===== src/rtl/uart_regblk_pkg.sv =====
package uart_regblk_pkg;

   localparam int CTRL_W = 7;

   // control bit positions
   localparam int CB_TX_EN  = 0;
   localparam int CB_RX_EN  = 1;
   localparam int CB_TX_IE  = 2;
   localparam int CB_RX_IE  = 3;
   localparam int CB_TXO_IE = 4;
   localparam int CB_RXO_IE = 5;

   // state / interrupt status bit positions
   localparam int SB_TX   = 0;
   localparam int SB_RX   = 1;
   localparam int SB_TXO  = 2;
   localparam int SB_RXO  = 3;
   localparam int STAT_W  = 4;

   localparam int ID_COUNT = 12;

   typedef enum logic [2:0] {
      SEL_NONE,
      SEL_DATA,
      SEL_STATE,
      SEL_CTRL,
      SEL_ISR,
      SEL_DIV,
      SEL_ID
   } reg_sel_e;

   function automatic logic [7:0] id_byte(input logic [3:0] idx);
      logic [7:0] b;
      case (idx)
         4'd0:    b = 8'h04;
         4'd4:    b = 8'h21;
         4'd5:    b = 8'hB8;
         4'd6:    b = 8'h1B;
         4'd8:    b = 8'h0D;
         4'd9:    b = 8'hF0;
         4'd10:   b = 8'h05;
         4'd11:   b = 8'hB1;
         default: b = 8'h00;
      endcase
      return b;
   endfunction

endpackage


===== src/rtl/uart_addr_dec.sv =====
module uart_addr_dec
   import uart_regblk_pkg::*;
#(
   parameter int ADDR_W = 12,
   parameter bit ID_EN  = 1'b1
)(
   input  logic [ADDR_W-1:0] addr,
   output reg_sel_e          sel,
   output logic [7:0]        id_data
);

   localparam logic [ADDR_W-1:0] A_DATA  = ADDR_W'(32'h000);
   localparam logic [ADDR_W-1:0] A_STATE = ADDR_W'(32'h004);
   localparam logic [ADDR_W-1:0] A_CTRL  = ADDR_W'(32'h008);
   localparam logic [ADDR_W-1:0] A_ISR   = ADDR_W'(32'h00C);
   localparam logic [ADDR_W-1:0] A_DIV   = ADDR_W'(32'h010);
   localparam logic [ADDR_W-1:0] A_IDLO  = ADDR_W'(32'hFD0);
   localparam logic [ADDR_W-1:0] A_IDHI  = ADDR_W'(32'hFFC);

   logic             id_hit;
   logic [ADDR_W-1:0] id_off;

   assign id_off = addr - A_IDLO;

   generate
      if (ID_EN) begin : g_id
         assign id_hit  = (addr >= A_IDLO) && (addr <= A_IDHI) && (addr[1:0] == 2'b00);
         assign id_data = id_hit ? id_byte(id_off[5:2]) : 8'h00;
      end else begin : g_no_id
         assign id_hit  = 1'b0;
         assign id_data = 8'h00;
      end
   endgenerate

   always_comb begin
      if      (addr == A_DATA)  sel = SEL_DATA;
      else if (addr == A_STATE) sel = SEL_STATE;
      else if (addr == A_CTRL)  sel = SEL_CTRL;
      else if (addr == A_ISR)   sel = SEL_ISR;
      else if (addr == A_DIV)   sel = SEL_DIV;
      else if (id_hit)          sel = SEL_ID;
      else                      sel = SEL_NONE;
   end

endmodule


===== src/rtl/uart_tx_hold.sv =====
module uart_tx_hold #(
   parameter int BYTE_W = 8
)(
   input  logic              clk,
   input  logic              rst_n,
   input  logic              wr_en,
   input  logic [BYTE_W-1:0] wr_byte,
   input  logic              tx_en,
   input  logic              take,
   input  logic              ovr_clr,
   output logic [BYTE_W-1:0] hold,
   output logic              full,
   output logic              ovr,
   output logic              valid,
   output logic              drained
);

   logic take_ok;

   assign valid   = full & tx_en;
   assign take_ok = valid & take;
   // a write in the same cycle as a take refills the slot, so full never drops
   assign drained = take_ok & ~wr_en;

   always_ff @(posedge clk or negedge rst_n) begin
      if (!rst_n) begin
         hold <= '0;
         full <= 1'b0;
         ovr  <= 1'b0;
      end else begin
         if (wr_en) hold <= wr_byte;
         if (wr_en)        full <= 1'b1;
         else if (take_ok) full <= 1'b0;
         // setting wins over a clear in the same cycle
         ovr <= (ovr & ~ovr_clr) | (wr_en & full & ~take_ok);
      end
   end

endmodule


===== src/rtl/uart_rx_hold.sv =====
module uart_rx_hold #(
   parameter int BYTE_W = 8
)(
   input  logic              clk,
   input  logic              rst_n,
   input  logic              in_valid,
   input  logic [BYTE_W-1:0] in_byte,
   input  logic              rx_en,
   input  logic              rd_en,
   input  logic              ovr_clr,
   output logic [BYTE_W-1:0] hold,
   output logic              full,
   output logic              ovr,
   output logic              loaded
);

   assign loaded = in_valid & rx_en;

   always_ff @(posedge clk or negedge rst_n) begin
      if (!rst_n) begin
         hold <= '0;
         full <= 1'b0;
         ovr  <= 1'b0;
      end else begin
         if (loaded) hold <= in_byte;
         if (loaded)     full <= 1'b1;
         else if (rd_en) full <= 1'b0;
         ovr <= (ovr & ~ovr_clr) | (loaded & full);
      end
   end

endmodule


===== src/rtl/uart_irq_unit.sv =====
module uart_irq_unit
   import uart_regblk_pkg::*;
(
   input  logic              clk,
   input  logic              rst_n,
   input  logic [1:0]        ev_set,
   input  logic [1:0]        ev_ie,
   input  logic [1:0]        ev_clr,
   input  logic [1:0]        ovr_flag,
   input  logic [1:0]        ovr_ie,
   output logic [STAT_W-1:0] isr,
   output logic              irq_tx,
   output logic              irq_rx,
   output logic              irq_txovr,
   output logic              irq_rxovr,
   output logic              irq_any
);

   logic [1:0] ev_q;

   generate
      for (genvar g = 0; g < 2; g++) begin : g_ev
         always_ff @(posedge clk or negedge rst_n) begin
            if (!rst_n) ev_q[g] <= 1'b0;
            else        ev_q[g] <= (ev_q[g] & ~ev_clr[g]) | (ev_set[g] & ev_ie[g]);
         end
      end
   endgenerate

   assign isr       = {ovr_flag & ovr_ie, ev_q};
   assign irq_tx    = isr[SB_TX];
   assign irq_rx    = isr[SB_RX];
   assign irq_txovr = isr[SB_TXO];
   assign irq_rxovr = isr[SB_RXO];
   assign irq_any   = |isr;

endmodule


===== src/rtl/uart_regblk.sv =====
module uart_regblk
   import uart_regblk_pkg::*;
#(
   parameter int ADDR_W = 12,
   parameter int DATA_W = 32,
   parameter int BYTE_W = 8,
   parameter int DIV_W  = 20,
   parameter bit ID_EN  = 1'b1
)(
   input  logic              pclk,
   input  logic              presetn,
   input  logic              psel,
   input  logic              penable,
   input  logic              pwrite,
   input  logic [ADDR_W-1:0] paddr,
   input  logic [DATA_W-1:0] pwdata,
   output logic [DATA_W-1:0] prdata,
   output logic              pready,
   output logic              pslverr,
   output logic [BYTE_W-1:0] tx_byte,
   output logic              tx_valid,
   input  logic              tx_take,
   input  logic [BYTE_W-1:0] rx_byte,
   input  logic              rx_valid,
   output logic [DIV_W-1:0]  baud_div,
   output logic              irq_tx,
   output logic              irq_rx,
   output logic              irq_txovr,
   output logic              irq_rxovr,
   output logic              irq_any
);

   generate
      if (ADDR_W < 12) begin : g_chk_addr
         $error("ADDR_W must cover the identification window");
      end
      if (DATA_W < DIV_W || DATA_W < BYTE_W || DATA_W < 8) begin : g_chk_data
         $error("DATA_W too narrow for the registers");
      end
   endgenerate

   reg_sel_e          sel;
   logic [7:0]        id_data;
   logic              acc, wr, rd;
   logic [CTRL_W-1:0] ctrl_q;
   logic [DIV_W-1:0]  div_q;
   logic [1:0]        ovr_clr;
   logic [1:0]        ev_clr;
   logic [BYTE_W-1:0] rx_hold;
   logic              tx_full, tx_ovr, tx_drained;
   logic              rx_full, rx_ovr, rx_loaded;
   logic [STAT_W-1:0] isr;
   logic [STAT_W-1:0] state_w;

   assign acc     = psel & penable;
   assign wr      = acc & pwrite;
   assign rd      = acc & ~pwrite;
   assign pready  = 1'b1;
   assign pslverr = 1'b0;

   uart_addr_dec #(.ADDR_W(ADDR_W), .ID_EN(ID_EN)) u_dec (
      .addr    (paddr),
      .sel     (sel),
      .id_data (id_data)
   );

   always_ff @(posedge pclk or negedge presetn) begin
      if (!presetn) begin
         ctrl_q <= '0;
         div_q  <= '0;
      end else begin
         if (wr && sel == SEL_CTRL) ctrl_q <= pwdata[CTRL_W-1:0];
         if (wr && sel == SEL_DIV)  div_q  <= pwdata[DIV_W-1:0];
      end
   end

   assign baud_div = div_q;

   // overrun flags clear from either the state or the interrupt status offset
   assign ovr_clr = (wr && (sel == SEL_STATE || sel == SEL_ISR)) ? pwdata[SB_RXO:SB_TXO] : 2'b00;
   assign ev_clr  = (wr && sel == SEL_ISR) ? pwdata[SB_RX:SB_TX] : 2'b00;

   uart_tx_hold #(.BYTE_W(BYTE_W)) u_tx (
      .clk     (pclk),
      .rst_n   (presetn),
      .wr_en   (wr && sel == SEL_DATA),
      .wr_byte (pwdata[BYTE_W-1:0]),
      .tx_en   (ctrl_q[CB_TX_EN]),
      .take    (tx_take),
      .ovr_clr (ovr_clr[0]),
      .hold    (tx_byte),
      .full    (tx_full),
      .ovr     (tx_ovr),
      .valid   (tx_valid),
      .drained (tx_drained)
   );

   uart_rx_hold #(.BYTE_W(BYTE_W)) u_rx (
      .clk      (pclk),
      .rst_n    (presetn),
      .in_valid (rx_valid),
      .in_byte  (rx_byte),
      .rx_en    (ctrl_q[CB_RX_EN]),
      .rd_en    (rd && sel == SEL_DATA),
      .ovr_clr  (ovr_clr[1]),
      .hold     (rx_hold),
      .full     (rx_full),
      .ovr      (rx_ovr),
      .loaded   (rx_loaded)
   );

   uart_irq_unit u_irq (
      .clk       (pclk),
      .rst_n     (presetn),
      .ev_set    ({rx_loaded, tx_drained}),
      .ev_ie     ({ctrl_q[CB_RX_IE], ctrl_q[CB_TX_IE]}),
      .ev_clr    (ev_clr),
      .ovr_flag  ({rx_ovr, tx_ovr}),
      .ovr_ie    ({ctrl_q[CB_RXO_IE], ctrl_q[CB_TXO_IE]}),
      .isr       (isr),
      .irq_tx    (irq_tx),
      .irq_rx    (irq_rx),
      .irq_txovr (irq_txovr),
      .irq_rxovr (irq_rxovr),
      .irq_any   (irq_any)
   );

   assign state_w = {rx_ovr, tx_ovr, rx_full, tx_full};

   always_comb begin
      prdata = '0;
      case (sel)
         SEL_DATA:  prdata[BYTE_W-1:0] = rx_hold;
         SEL_STATE: prdata[STAT_W-1:0] = state_w;
         SEL_CTRL:  prdata[CTRL_W-1:0] = ctrl_q;
         SEL_ISR:   prdata[STAT_W-1:0] = isr;
         SEL_DIV:   prdata[DIV_W-1:0]  = div_q;
         SEL_ID:    prdata[7:0]        = id_data;
         default:   prdata             = '0;
      endcase
   end

endmodule


===== config.mk =====
export PLATFORM = sky130hd
export DESIGN_NAME = uart_regblk
export DESIGN_NICKNAME = d
export VERILOG_FILES = /design/src/rtl/uart_regblk_pkg.sv /design/src/rtl/uart_addr_dec.sv /design/src/rtl/uart_tx_hold.sv /design/src/rtl/uart_rx_hold.sv /design/src/rtl/uart_irq_unit.sv /design/src/rtl/uart_regblk.sv
export SDC_FILE = /design/constraint.sdc
export NUM_CORES = 1
export LEC_CHECK = 0
export BUFFER_PORTS_ARGS = -buffer_cell sky130_fd_sc_hd__buf_4
export CORE_MARGIN = 4
export CORE_UTILIZATION = 42
export DETAILED_ROUTE_END_ITERATION = 6
export PLACE_DENSITY = 0.76
export SLEW_MARGIN = 20
export SYNTH_ARGS = -nofsm -noshare
export SYNTH_HDL_FRONTEND = slang
export SYNTH_SLANG_ARGS = --single-unit

===== constraint.sdc =====
create_clock -name pclk -period 1.8 [get_ports pclk]
set_input_delay 0.18 -clock pclk [delete_from_list [all_inputs] [get_ports pclk]]
set_output_delay 0.18 -clock pclk [all_outputs]
set_load 0.03 [all_outputs]

Yosys cells after proc, flatten, opt, wreduce, memory -nomap -nowiden --
Memories as Yosys holds them, arrays and structs flattened. Index checks and enable logic that the tools add are counted.
Cells by class: bitwise gates (word level) 28, equality and inequality tests 10, add/sub/neg operators 1, multiplexer cells 17, reduce and logical (&&, ||, !) cells 14, $lt $le $gt $ge 2
Operators by type and width (number):
- 12-bit by 4-bit == test with 1-bit output (second input constant) | 2
- 4-bit case mux with 6 select lines | 1
- 3-bit two-way mux | 6
- 1-bit AND | 16
- 12-bit by 3-bit == test with 1-bit output (second input constant) | 1
- 12-bit by 5-bit == test with 1-bit output (second input constant) | 1
- 12-bit greater-or-equal comparator (second input constant) | 1
- 12-bit less-or-equal comparator (second input constant) | 1
- 12-bit logical NOT | 1
- 12-bit two-way mux | 1
- 3-bit case mux with 4 select lines | 1
- 3-bit == test (second input constant) | 3
- 1-bit logical AND | 8
- 8-bit two-way mux | 1
- 1-bit inverter | 7
- 3-bit by 2-bit == test with 1-bit output (second input constant) | 2
- 6-bit by 5-bit subtractor with 6-bit output (second input constant) | 1
- 1-bit two-way mux | 4
- 2-bit two-way mux | 2
- 1-bit OR | 4
- 2-bit nonzero test | 2
- 4-bit OR reduction | 1
- 3-bit by 1-bit == test with 1-bit output (second input constant) | 1
- 1-bit case mux with 3 select lines | 1
- 3 further kinds | 3
Storage, ports and cells: word-level logic and storage cells 83, flip-flop bits (word level) 49, memories kept 1, input port bits 59, output and inout port bits 68, ROM bits 128
Memory list:
- (no name shown) | words 16, width 8, read ports 1, clocked after Yosys merged registers in 0, wr ports 0, line uart_regblk_pkg.sv:34 | case (idx)

Depth between registers and ports, before layout --
Gate-level depths: netlist of the first run.
depth after elaboration 16, gate-level depth with buffers 8, gate-level depth less buffers 7

Cells and area by module --
Synthesis of the first run repeated with hierarchy kept, for this count alone.
Unflattened totals: cells, all modules 265, area total of the unflattened synthesis 2950.3 um2
By module, submodules not included:
- uart_regblk | instances 1, area each 1650.3 um2, cells an instance 150
- uart_tx_hold | instances 1, area each 420.4 um2, cells an instance 25
- uart_rx_hold | instances 1, area each 406.6 um2, cells an instance 25
- uart_addr_dec | instances 1, area each 341.6 um2, cells an instance 50
- uart_irq_unit | instances 1, area each 131.4 um2, cells an instance 15

Least setup slack after synthesis of the first run --
OpenSTA, ideal clock, no wires.
path type in2out, start point input port paddr[4], end point output port prdata[0], required time 1620 ps, buffers on the path 0, data arrival time 2000 ps, stages 7, setup slack -380 ps, cells stage by stage inv_1 -> ha_1 -> nor3b_1 -> o21a_1 -> a2bb2oi_1 -> nand2_1 -> o221ai_1
Between the ends: cells in the longest elaborated chain, start to end 11, elaborated cells between the ends (all ways) 25, those cells by class add/sub: 1; order compare: 2; eq/ne: 10; mux: 8; reduce/logical: 3; memory: 1
Ends and longest elaborated chain:
- start: declaration | line uart_regblk.sv:15 | input logic [ADDR_W-1:0] paddr,
- 12-bit greater-or-equal comparator / 12-bit less-or-equal comparator (equally long branches) | line uart_addr_dec.sv:27 | assign id_hit = (addr >= A_IDLO) && (addr <= A_IDHI) && (addr[1:0] == 2'b00);
- 1-bit logical AND (2 in a row) | line uart_addr_dec.sv:27
- 3-bit two-way mux | line uart_addr_dec.sv:41 | else if (id_hit) sel = SEL_ID;
- 3-bit two-way mux | line uart_addr_dec.sv:40 | else if (addr == A_DIV) sel = SEL_DIV;
- 3-bit two-way mux | line uart_addr_dec.sv:39 | else if (addr == A_ISR) sel = SEL_ISR;
- 3-bit two-way mux | line uart_addr_dec.sv:38 | else if (addr == A_CTRL) sel = SEL_CTRL;
- 3-bit two-way mux | line uart_addr_dec.sv:37 | else if (addr == A_STATE) sel = SEL_STATE;
- 3-bit two-way mux | line uart_addr_dec.sv:36 | if (addr == A_DATA) sel = SEL_DATA;
- 3-bit == test, or another cell as far along | line uart_regblk.sv:132 | case (sel)
- 4-bit case mux with 6 select lines * | line uart_regblk.sv:132
- end: declaration | line uart_regblk.sv:17 | output logic [DATA_W-1:0] prdata,
Every way passes the cells marked *; elsewhere a longest branch is shown, timed or not.

Worst setup path in the final report of the first run --
start point input port paddr[2], end point output port prdata[2]
Same word-level chain as after synthesis.

==> results of run 1 <==
-- area by class of cell --
| type | count | area share |
|---|---|---|
| multi-input combinational | 173 | 0.383 |
| sequential | 49 | 0.282 |
| timing repair buffer | 136 | 0.267 |
| tap | 77 | 0.0222 |
| clock buffer | 5 | 0.0158 |
| clock inverter | 3 | 0.0158 |
| inverter | 7 | 0.0144 |
-- synthesized netlist by cell type, types with 3 or more instances --
master,count
o21ai_0,5
a221o_1,4
a32o_1,4
dfrtp_1,49
nor3_1,3
mux2_2,43
inv_1,7
buf_2,4
buf_4,14
nand2_1,20
nor2_1,5
o221ai_1,4
nor2b_1,3
ha_1,8
mux2i_1,4
o211ai_1,3
and2_1,20
and3_1,3
-- kinds of logic (layout without fill, tap and decap cells) --
group | count (synthesis) | after routing | synth area share
other | 2 | 14 | 0.00276
buffers and inverters | 27 | 151 | 0.0583
adder cells (fa/ha/maj) | 8 | 8 | 0.0367
AND/OR/NAND/NOR | 67 | 67 | 0.144
AO/OA/AOI/OAI | 37 | 37 | 0.116
multiplexers | 47 | 47 | 0.192
flip-flops | 49 | 49 | 0.450
-- worst register-to-register path, stage by stage, from the launching register on --
cell and delay (ns):
dfrtp_1 0.44, nand2_1 0.35, mux2_2 0.39
-- metal layers --
| layer | vias to the layer above | global-route usage | part of all wire |
|---|---|---|---|
| met5 | - | 0 | 0 |
| met4 | 0 | 0.0343 | 0.0053 |
| met2 | 75 | 0.332 | 0.51 |
| met1 | 1175 | 0.279 | 0.42 |
| met3 | 4 | 0.0382 | 0.060 |
| li1 | 1113 | - | - |
-- flip-flops by register name (all words and copies together) (netlist names) --
name,flops
baud_div,20
ctrl_q,7
u_irq.irq_rx,1
u_irq.irq_tx,1
u_rx.full,1
u_rx.hold,8
u_rx.ovr,1
u_tx.full,1
u_tx.hold,8
u_tx.ovr,1
-- power by group --
part / total (mW) / leakage [nW] / switching [mW] / internal [mW]
clock network: 0.940 / 0.0687 / 0.380 / 0.559
logic: 0.304 / 1.40 / 0.167 / 0.137
registers: 1.10 / 0.680 / 0.000290 / 1.10
total: 2.34 / 2.14 / 0.548 / 1.80
-- what timing repair did --
| item | CTS | global route |
|---|---|---|
| pin swaps | 20 | 5 |
| buffers inserted | 6 | 2 |
| setup endpoints to repair | 20 | 26 |
| resized for setup | 50 | 13 |
| hold buffers | 1 | 0 |
| hold endpoints to repair | 49 | 0 |
-- how the worst min path moves through the flow --
stage                          start      endpoint  slack [ns]  cells after the start
after floorplan              presetn   baud_div[0]       -0.12                      0
after global placement       presetn  baud_div[17]        0.23                      1
after detailed placement     presetn  baud_div[17]        0.24                      1
after CTS                  pwdata[8]   baud_div[8]        0.09                      2
after global routing       pwdata[9]   baud_div[9]        0.09                      2
final                     rx_byte[6]  u_rx.hold[6]        0.11                      2
-- cells in the final DEF (no fill, tap or decap), drive strengths merged, types with 4 or more instances in the layout --
cell,n
conb,14
inv,8
o211ai,4
ha,8
nor2,6
a221o,4
dfrtp,49
mux2,43
o21ai,5
o221ai,4
and2,20
clkbuf,5
buf,135
a32o,4
mux2i,4
nand2,20
==> impl_metrics.tcl, run 1 <==
set metrics [dict create \
    status "complete, but fails checks" \
    failed_checks "negative setup slack" \
    multi_input_area_um2 1660 \
    cp-startpoint "paddr[2]" \
    die_y_um 88.5 \
    slew_headroom 0.579 \
    htree_levels 2 \
    dieArea_um2 7840 \
    fin_nets 439 \
    cts_tree "yes" \
    setup.worst_path.end "prdata[2]" \
    crit_buf_inv 5 \
    root_buffer "clkbuf_8" \
    drt_wl_total_mm 7.75 \
    seqCellArea_um2 1230 \
    rr_worst_depth 2 \
    first_pass_iters 4 \
    synth-seq-cells 49 \
    die_x_um 88.5 \
    cp.depth 11 \
    hp-class "in2reg" \
    synth.area.top_cells "dfrtp_1 (45%), mux2_2 (18%), and2_1 (4.6%)" \
    start_util 0.431 \
    tns_ns -0.819 \
    grt_pass1_vias 2411 \
    place.gp.congestion 0.901 \
    synth_edf_count 0 \
    hold_ws_ns 0.108 \
    path_delay_family "buffers and inverters" \
    crit_top_cell "buf_6" \
    min_period_ns 1.87 \
    cts_buffers 5 \
    fin_util 0.688 \
    wl_per_cell_um 17.2 \
    ys_types 46 \
    drv_cap 0 \
    end_kind "primary output" \
    antenna_found_initial 0 \
    dp_cells 434 \
    power_density_nw_per_um2 540 \
    leakagePower_nw 2.14 \
    syn_area_um2 2720 \
    drt_iter0_drc 109 \
    ys_warn_count 0 \
    syn_avg_cell_area_um2 11.5 \
    drive_gt1_frac 0.641 \
    r2r_slack_ns 0.51 \
    n_antenna_cell 0 \
    hpwl_mm 5.96 \
    grt_max_degree 50 \
    synth_top_area_frac 0.450 \
    ys_async_sr_fraction 1.00 \
    pin_count 127 \
    ir_worst_vdd_mv 0.536 \
    finalMaxSlewViolations 0 \
    grt_pass1_wl_mm 12.2 \
    viasPerCell 5.26 \
    ant_nets 0 \
    syn2layout_area_growth_pct 59.4 \
    finalHoldViolCount 0 \
    yosysTopAreaCell "dfrtp_1" \
    worstReg2RegStart "ctrl_q[1]" \
    tightest_slew_ns 0.631 \
    synth_flop_cell "dfrtp_1" \
    arrival_ns 1.69 \
    path_cells "buf_12, inv_8, ha_4, nand3b_1, a21oi_2, buf_4, o21ai_2, buf_6, mux2i_2, o221ai_2, buf_6" \
    required_ns 1.62 \
    port_buffers 100 \
    vias 2367 \
    max_clock_freq_mhz 533 \
    clk_pin_slew_ns 0.09 \
    rows 29 \
    clock-sinks 49 \
    synth_cells 237 \
    final_area_um2 4340 \
    instances_no_fill 450 \
    ys_seq_area_frac 0.450 \
    rsz0062_at_grt "yes" \
    dp_slack_ns -0.296 \
    start_kind "input port" \
    grt.total_usage 0.201 \
    coreArea_um2 6310 \
    setup_viol 20 \
    grt_overflow_total 0 \
    clk_latency_ns 0.29 \
    fill_cells 485 \
    drc 0 \
    total_power_mw 2.34 \
    finClkSkew_ns 0.00346 \
    path_max_fanout 5 \
    crit_slowest_cell "a21oi_2" \
    cts_buffer_depth 2 \
    min_period_over_period 1.04 \
    max_stage_delay_ns 0.22 \
    fin_ws_ns -0.0749 \
    critPathKind "in2out" \
    placed_area_um2 3900 \
    crit-reg2reg-capture "u_rx.hold[1]" \
]
Power figures use the tool's default switching activity.
==> run 2, diff against run 1 <==
--- a/config.mk
+++ b/config.mk
@@ -7,9 +7,11 @@
 export LEC_CHECK = 0
 export BUFFER_PORTS_ARGS = -buffer_cell sky130_fd_sc_hd__buf_4
 export CORE_MARGIN = 4
-export CORE_UTILIZATION = 42
+export CORE_UTILIZATION = 44
+export CTS_BUF_LIST = sky130_fd_sc_hd__clkbuf_2 sky130_fd_sc_hd__clkbuf_4 sky130_fd_sc_hd__clkbuf_8
 export DETAILED_ROUTE_END_ITERATION = 6
-export PLACE_DENSITY = 0.76
+export PLACE_DENSITY = 0.79
+export RECOVER_POWER = 25
 export SLEW_MARGIN = 20
 export SYNTH_ARGS = -nofsm -noshare
 export SYNTH_HDL_FRONTEND = slang
==> impl_metrics.tcl, run 2 (synthesis gave the netlist of run 1 again) <==
set metrics [dict create \
    status "complete, but fails checks" \
    failed_checks "negative setup slack" \
    rr_worst_depth 2 \
    leakagePower_nw 2.15 \
    dieArea_um2 7510 \
    antenna_found_initial 0 \
    dp_slack_ns -0.291 \
    wl_per_cell_um 18.0 \
    grt.total_usage 0.218 \
    clk_latency_ns 0.31 \
    port_buffers 100 \
    htree_levels 2 \
    grt_overflow_total 0 \
    total_power_mw 2.06 \
    die_y_um 86.7 \
    first_pass_iters 4 \
    crit-reg2reg-capture "u_rx.hold[4]" \
    mostFrequentLayoutCells "buf_4 (109), dfrtp_1 (49), mux2_2 (36)" \
    hp-class "in2reg" \
    whs_path_depth 2 \
    rows 28 \
    crit_slowest_cell "a211oi_4" \
    place.gp.congestion 0.975 \
    path_cells "buf_12, inv_8, ha_4, nand2_4, a211oi_4, a2bb2oi_4, and2_4, a221o_1, buf_6" \
    clk_pin_slew_ns 0.09 \
    hpwl_mm 6.10 \
    largest_reg_flops 20 \
    fin_ws_ns -0.130 \
    layout_commonest_cell "buf_4" \
    drt_wl_total_mm 8.15 \
    max_clock_freq_mhz 518 \
    power_density_nw_per_um2 477 \
    grt_max_degree 50 \
    n_antenna_cell 0 \
    fin_util 0.727 \
    final_area_um2 4330 \
    min-delay-start "pwdata[14]" \
    ir_worst_vdd_mv 0.344 \
    max_stage_delay_ns 0.35 \
    whs_endpoint "baud_div[14]" \
    path_delay_family "compound AO/OA/AOI/OAI gates" \
    finClkSkew_ns 0.00651 \
    ant_nets 0 \
    start_util 0.457 \
    rsz0062_at_grt "yes" \
    path_max_fanout 7 \
    coreArea_um2 5960 \
    vias 2471 \
    drt_iter0_drc 214 \
    required_ns 1.62 \
    viasPerCell 5.47 \
    die_x_um 86.7 \
    arrival_ns 1.75 \
    grt_pass1_wl_mm 12.8 \
    grt_pass1_vias 2564 \
    r2r_slack_ns 0.49 \
    instances_no_fill 452 \
    drv_cap 0 \
    critPathKind "in2out" \
    cts_tree "yes" \
    start_kind "input port" \
    finalHoldViolCount 0 \
    slew_headroom 0.210 \
    placed_area_um2 3900 \
    end_kind "primary output" \
    worstReg2RegStart "ctrl_q[1]" \
    clock-sinks 49 \
    tightest_slew_ns 1.18 \
    dp_cells 433 \
    min_period_ns 1.93 \
    crit_buf_inv 3 \
    finalMaxSlewViolations 0 \
    setup_viol 20 \
    cts_buffers 5 \
    min_period_over_period 1.07 \
    fin_nets 443 \
    drc 0 \
    pin_count 127 \
    syn2layout_area_growth_pct 59.0 \
    cts_buffer_depth 2 \
    root_buffer "clkbuf_8" \
    drive_gt1_frac 0.634 \
]
==> run 2: report_power, final <==
part | internal, mW | total, mW | switching, mW | leakage, nW
clock | 0.276 | 0.665 | 0.389 | 0.0445
combinational | 0.135 | 0.298 | 0.163 | 1.43
sequential | 1.10 | 1.10 | 0.000311 | 0.680
==> run 2: area by class of cell <==
cell class,instances,area (µm²)
inverter,7,60.1
clock inverter,3,21.3
sequential,49,1230
timing repair buffer,140,1200
multi-input combinational,173,1660
tap,75,93.8
fill,411,1630
clock buffer,5,68.8
==> run 2: how the worst max path moves through the flow <==
stage | start | endpoint | slack, ns | cells past startpoint
5_1_grt | paddr[4] | prdata[2] | -0.17 | 9
4_1_cts | paddr[2] | prdata[4] | -0.09 | 9
2_1_floorplan | paddr[3] | ctrl_q[0] | -0.11 | 7
3_5_place_dp | paddr[3] | baud_div[17] | -0.29 | 8
6_report | paddr[2] | prdata[4] | -0.13 | 9
3_3_place_gp | paddr[2] | baud_div[10] | -0.24 | 9
==> run 2: per-layer routing <==
metal | part of all wire | global-route usage | up-vias
li1 | - | - | 1127
met1 | 0.40 | 0.274 | 1222
met2 | 0.51 | 0.371 | 102
met3 | 0.065 | 0.0390 | 20
met4 | 0.025 | 0.0850 | 0
met5 | 0 | 0 | -
==> run 2: metrics by stage <==
| stage | hold WS [ns] | TNS (ns) |
|---|---|---|
| 2_1_floorplan | -0.116 | -0.787 |
| 3_3_place_gp | 0.229 | -10.28 |
| 3_5_place_dp | 0.230 | -12.58 |
| 4_1_cts | 0.0886 | -1.09 |
| 5_1_grt | 0.0824 | -4.22 |
| 6_report | 0.0909 | -1.69 |
==> run 2: timing repair <==
action,4_1_cts,5_1_grt
cloned,1,0
hold buffers,1,0
pin swaps,24,3
endpoints found under the hold margin,49,0
resized for setup,60,8
buffers inserted,7,3
setup endpoints to repair,20,40
==> run 3, diff against run 2 <==
--- a/config.mk
+++ b/config.mk
@@ -7,10 +7,10 @@
 export LEC_CHECK = 0
 export BUFFER_PORTS_ARGS = -buffer_cell sky130_fd_sc_hd__buf_4
 export CORE_MARGIN = 4
-export CORE_UTILIZATION = 44
+export CORE_UTILIZATION = 48
 export CTS_BUF_LIST = sky130_fd_sc_hd__clkbuf_2 sky130_fd_sc_hd__clkbuf_4 sky130_fd_sc_hd__clkbuf_8
 export DETAILED_ROUTE_END_ITERATION = 6
-export PLACE_DENSITY = 0.79
+export PLACE_DENSITY = 0.82
 export RECOVER_POWER = 25
 export SLEW_MARGIN = 20
 export SYNTH_ARGS = -nofsm -noshare
==> constraint.sdc (replaced) <==
create_clock -name pclk -period 2 [get_ports pclk]
set_input_delay 0.2 -clock pclk [delete_from_list [all_inputs] [get_ports pclk]]
set_output_delay 0.2 -clock pclk [all_outputs]
set_load 0.03 [all_outputs]
==> impl_metrics.tcl, run 3 (synthesis gave the netlist of run 1 again) <==
set metrics [dict create \
    layout_commonest_cell "buf_4" \
    final_area_um2 4150 \
    crit_slowest_cell "nor3b_4" \
    port_buffers 100 \
    hpwl_mm 5.98 \
    max_stage_delay_ns 0.29 \
    mostFrequentLayoutCells "buf_4 (122), dfrtp_1 (49), mux2_2 (43)" \
    cts_buffer_depth 2 \
    wl_per_cell_um 18.0 \
    htree_levels 2 \
    start_util 0.495 \
    grt.total_usage 0.231 \
    coreArea_um2 5510 \
    root_buffer "clkbuf_8" \
    drc 0 \
    setup_viol 3 \
    viasPerCell 5.52 \
    end_kind "primary output" \
    status "complete, but fails checks" \
    die_y_um 83.3 \
    critPathKind "in2out" \
    finalHoldViolCount 0 \
    fin_nets 442 \
    clk_latency_ns 0.30 \
    dieArea_um2 6940 \
    required_ns 1.80 \
    clock-sinks 49 \
    tns_ns -0.0980 \
    start_kind "input port" \
    finClkSkew_ns 0.00181 \
    path_max_fanout 7 \
    cp-startpoint "paddr[4]" \
    place.gp.congestion 0.898 \
    antenna_found_initial 0 \
    cts_tree "yes" \
    crit_buf_inv 4 \
    total_power_mw 1.98 \
    max_clock_freq_mhz 490 \
    grt_max_degree 50 \
    cts_buffers 5 \
    path_cells "buf_8, inv_6, ha_4, nor3b_4, o21a_1, a2bb2oi_2, buf_6, and2_4, a221o_1, buf_6" \
    min_period_over_period 1.02 \
    leakagePower_nw 2.12 \
    path_delay_family "compound AO/OA/AOI/OAI gates" \
    fill_cells 376 \
    n_antenna_cell 0 \
    ant_nets 0 \
    clk_pin_slew_ns 0.08 \
    fin_ws_ns -0.0429 \
    min-delay-start "rx_byte[4]" \
    power_density_nw_per_um2 478 \
    failed_checks "negative setup slack" \
    largest_reg_flops 20 \
    vias 2471 \
    die_x_um 83.3 \
    rows 27 \
    drt_iter0_drc 209 \
    slew_headroom 0.192 \
    pin_count 127 \
    crit_top_cell "buf_6" \
    grt_pass1_wl_mm 12.9 \
    worstReg2RegStart "ctrl_q[1]" \
    drv_cap 0 \
    first_pass_iters 5 \
    ir_worst_vdd_mv 0.431 \
    hp-class "in2reg" \
    min_period_ns 2.04 \
    rsz0062_at_grt "yes" \
    grt_overflow_total 0 \
    arrival_ns 1.84 \
    drt_wl_total_mm 8.07 \
    tightest_slew_ns 1.21 \
    drive_gt1_frac 0.628 \
    grt_pass1_vias 2547 \
    placed_area_um2 3780 \
    syn2layout_area_growth_pct 52.5 \
    finalMaxSlewViolations 0 \
]
run 3: changes by cell type in the layout (fill, tap and decap cells not counted), sizes merged:
cell / before / now
bufinv: 0 / 1
buf: 138 / 137
inv: 8 / 7
clkinvlp: 1 / 0
clkbuf: 6 / 8
clkinv: 1 / 0
run 3: path summary, 6_finish.rpt:
check	end	slack, ns	depth (start not counted)
min in group asynchronous	baud_div[14]	0.68	2
worst max-delay path	prdata[4]	-0.04	10
worst max register to register	u_rx.hold[3]	0.72	2
worst min register to register	u_rx.hold[4]	0.52	1
max in group asynchronous	ctrl_q[6]	0.59	2
worst min-delay path	u_rx.hold[4]	0.13	2
run 3: per-stage QoR:
stage                     hold slack [ns]  cells  setup slack [ns]   util
final                               0.128    448           -0.0429  0.754
after global routing                0.109    448           -0.0841  0.754
after CTS                           0.120    446           0.00223  0.742
after detailed placement            0.254    430            -0.264  0.686
after global placement              0.250    430            -0.202  0.686
after floorplan                   -0.0956    249           0.00197      -
run 3: metal layers:
layer,track usage,share of wire
met1,0.278,0.39
met2,0.401,0.51
met3,0.0546,0.072
met4,0.0832,0.027
met5,0,0
run 3: what timing repair did:
item,CTS,global route
setup buffers,7,2
pin swaps,14,10
setup endpoints to repair,20,39
gates resized for setup,36,17
hold endpoints to repair,49,0
hold buffers,1,0
run 3: power breakdown:
part / switching, mW / internal (mW)
clock: 0.316 / 0.421
sequential: 0.000278 / 0.990
combinational: 0.142 / 0.114
total: 0.459 / 1.53
run 3: final cells by class:
class,count,area (µm²),area share
Clock buffer,7,90.1,0.0217
Clock inverter,1,30.0,0.00723
Inverter,7,41.3,0.00994
Multi-Input combinational cell,173,1560,0.376
Sequential cell,49,1230,0.295
Tap cell,72,90.1,0.0217
Timing Repair Buffer,139,1110,0.268
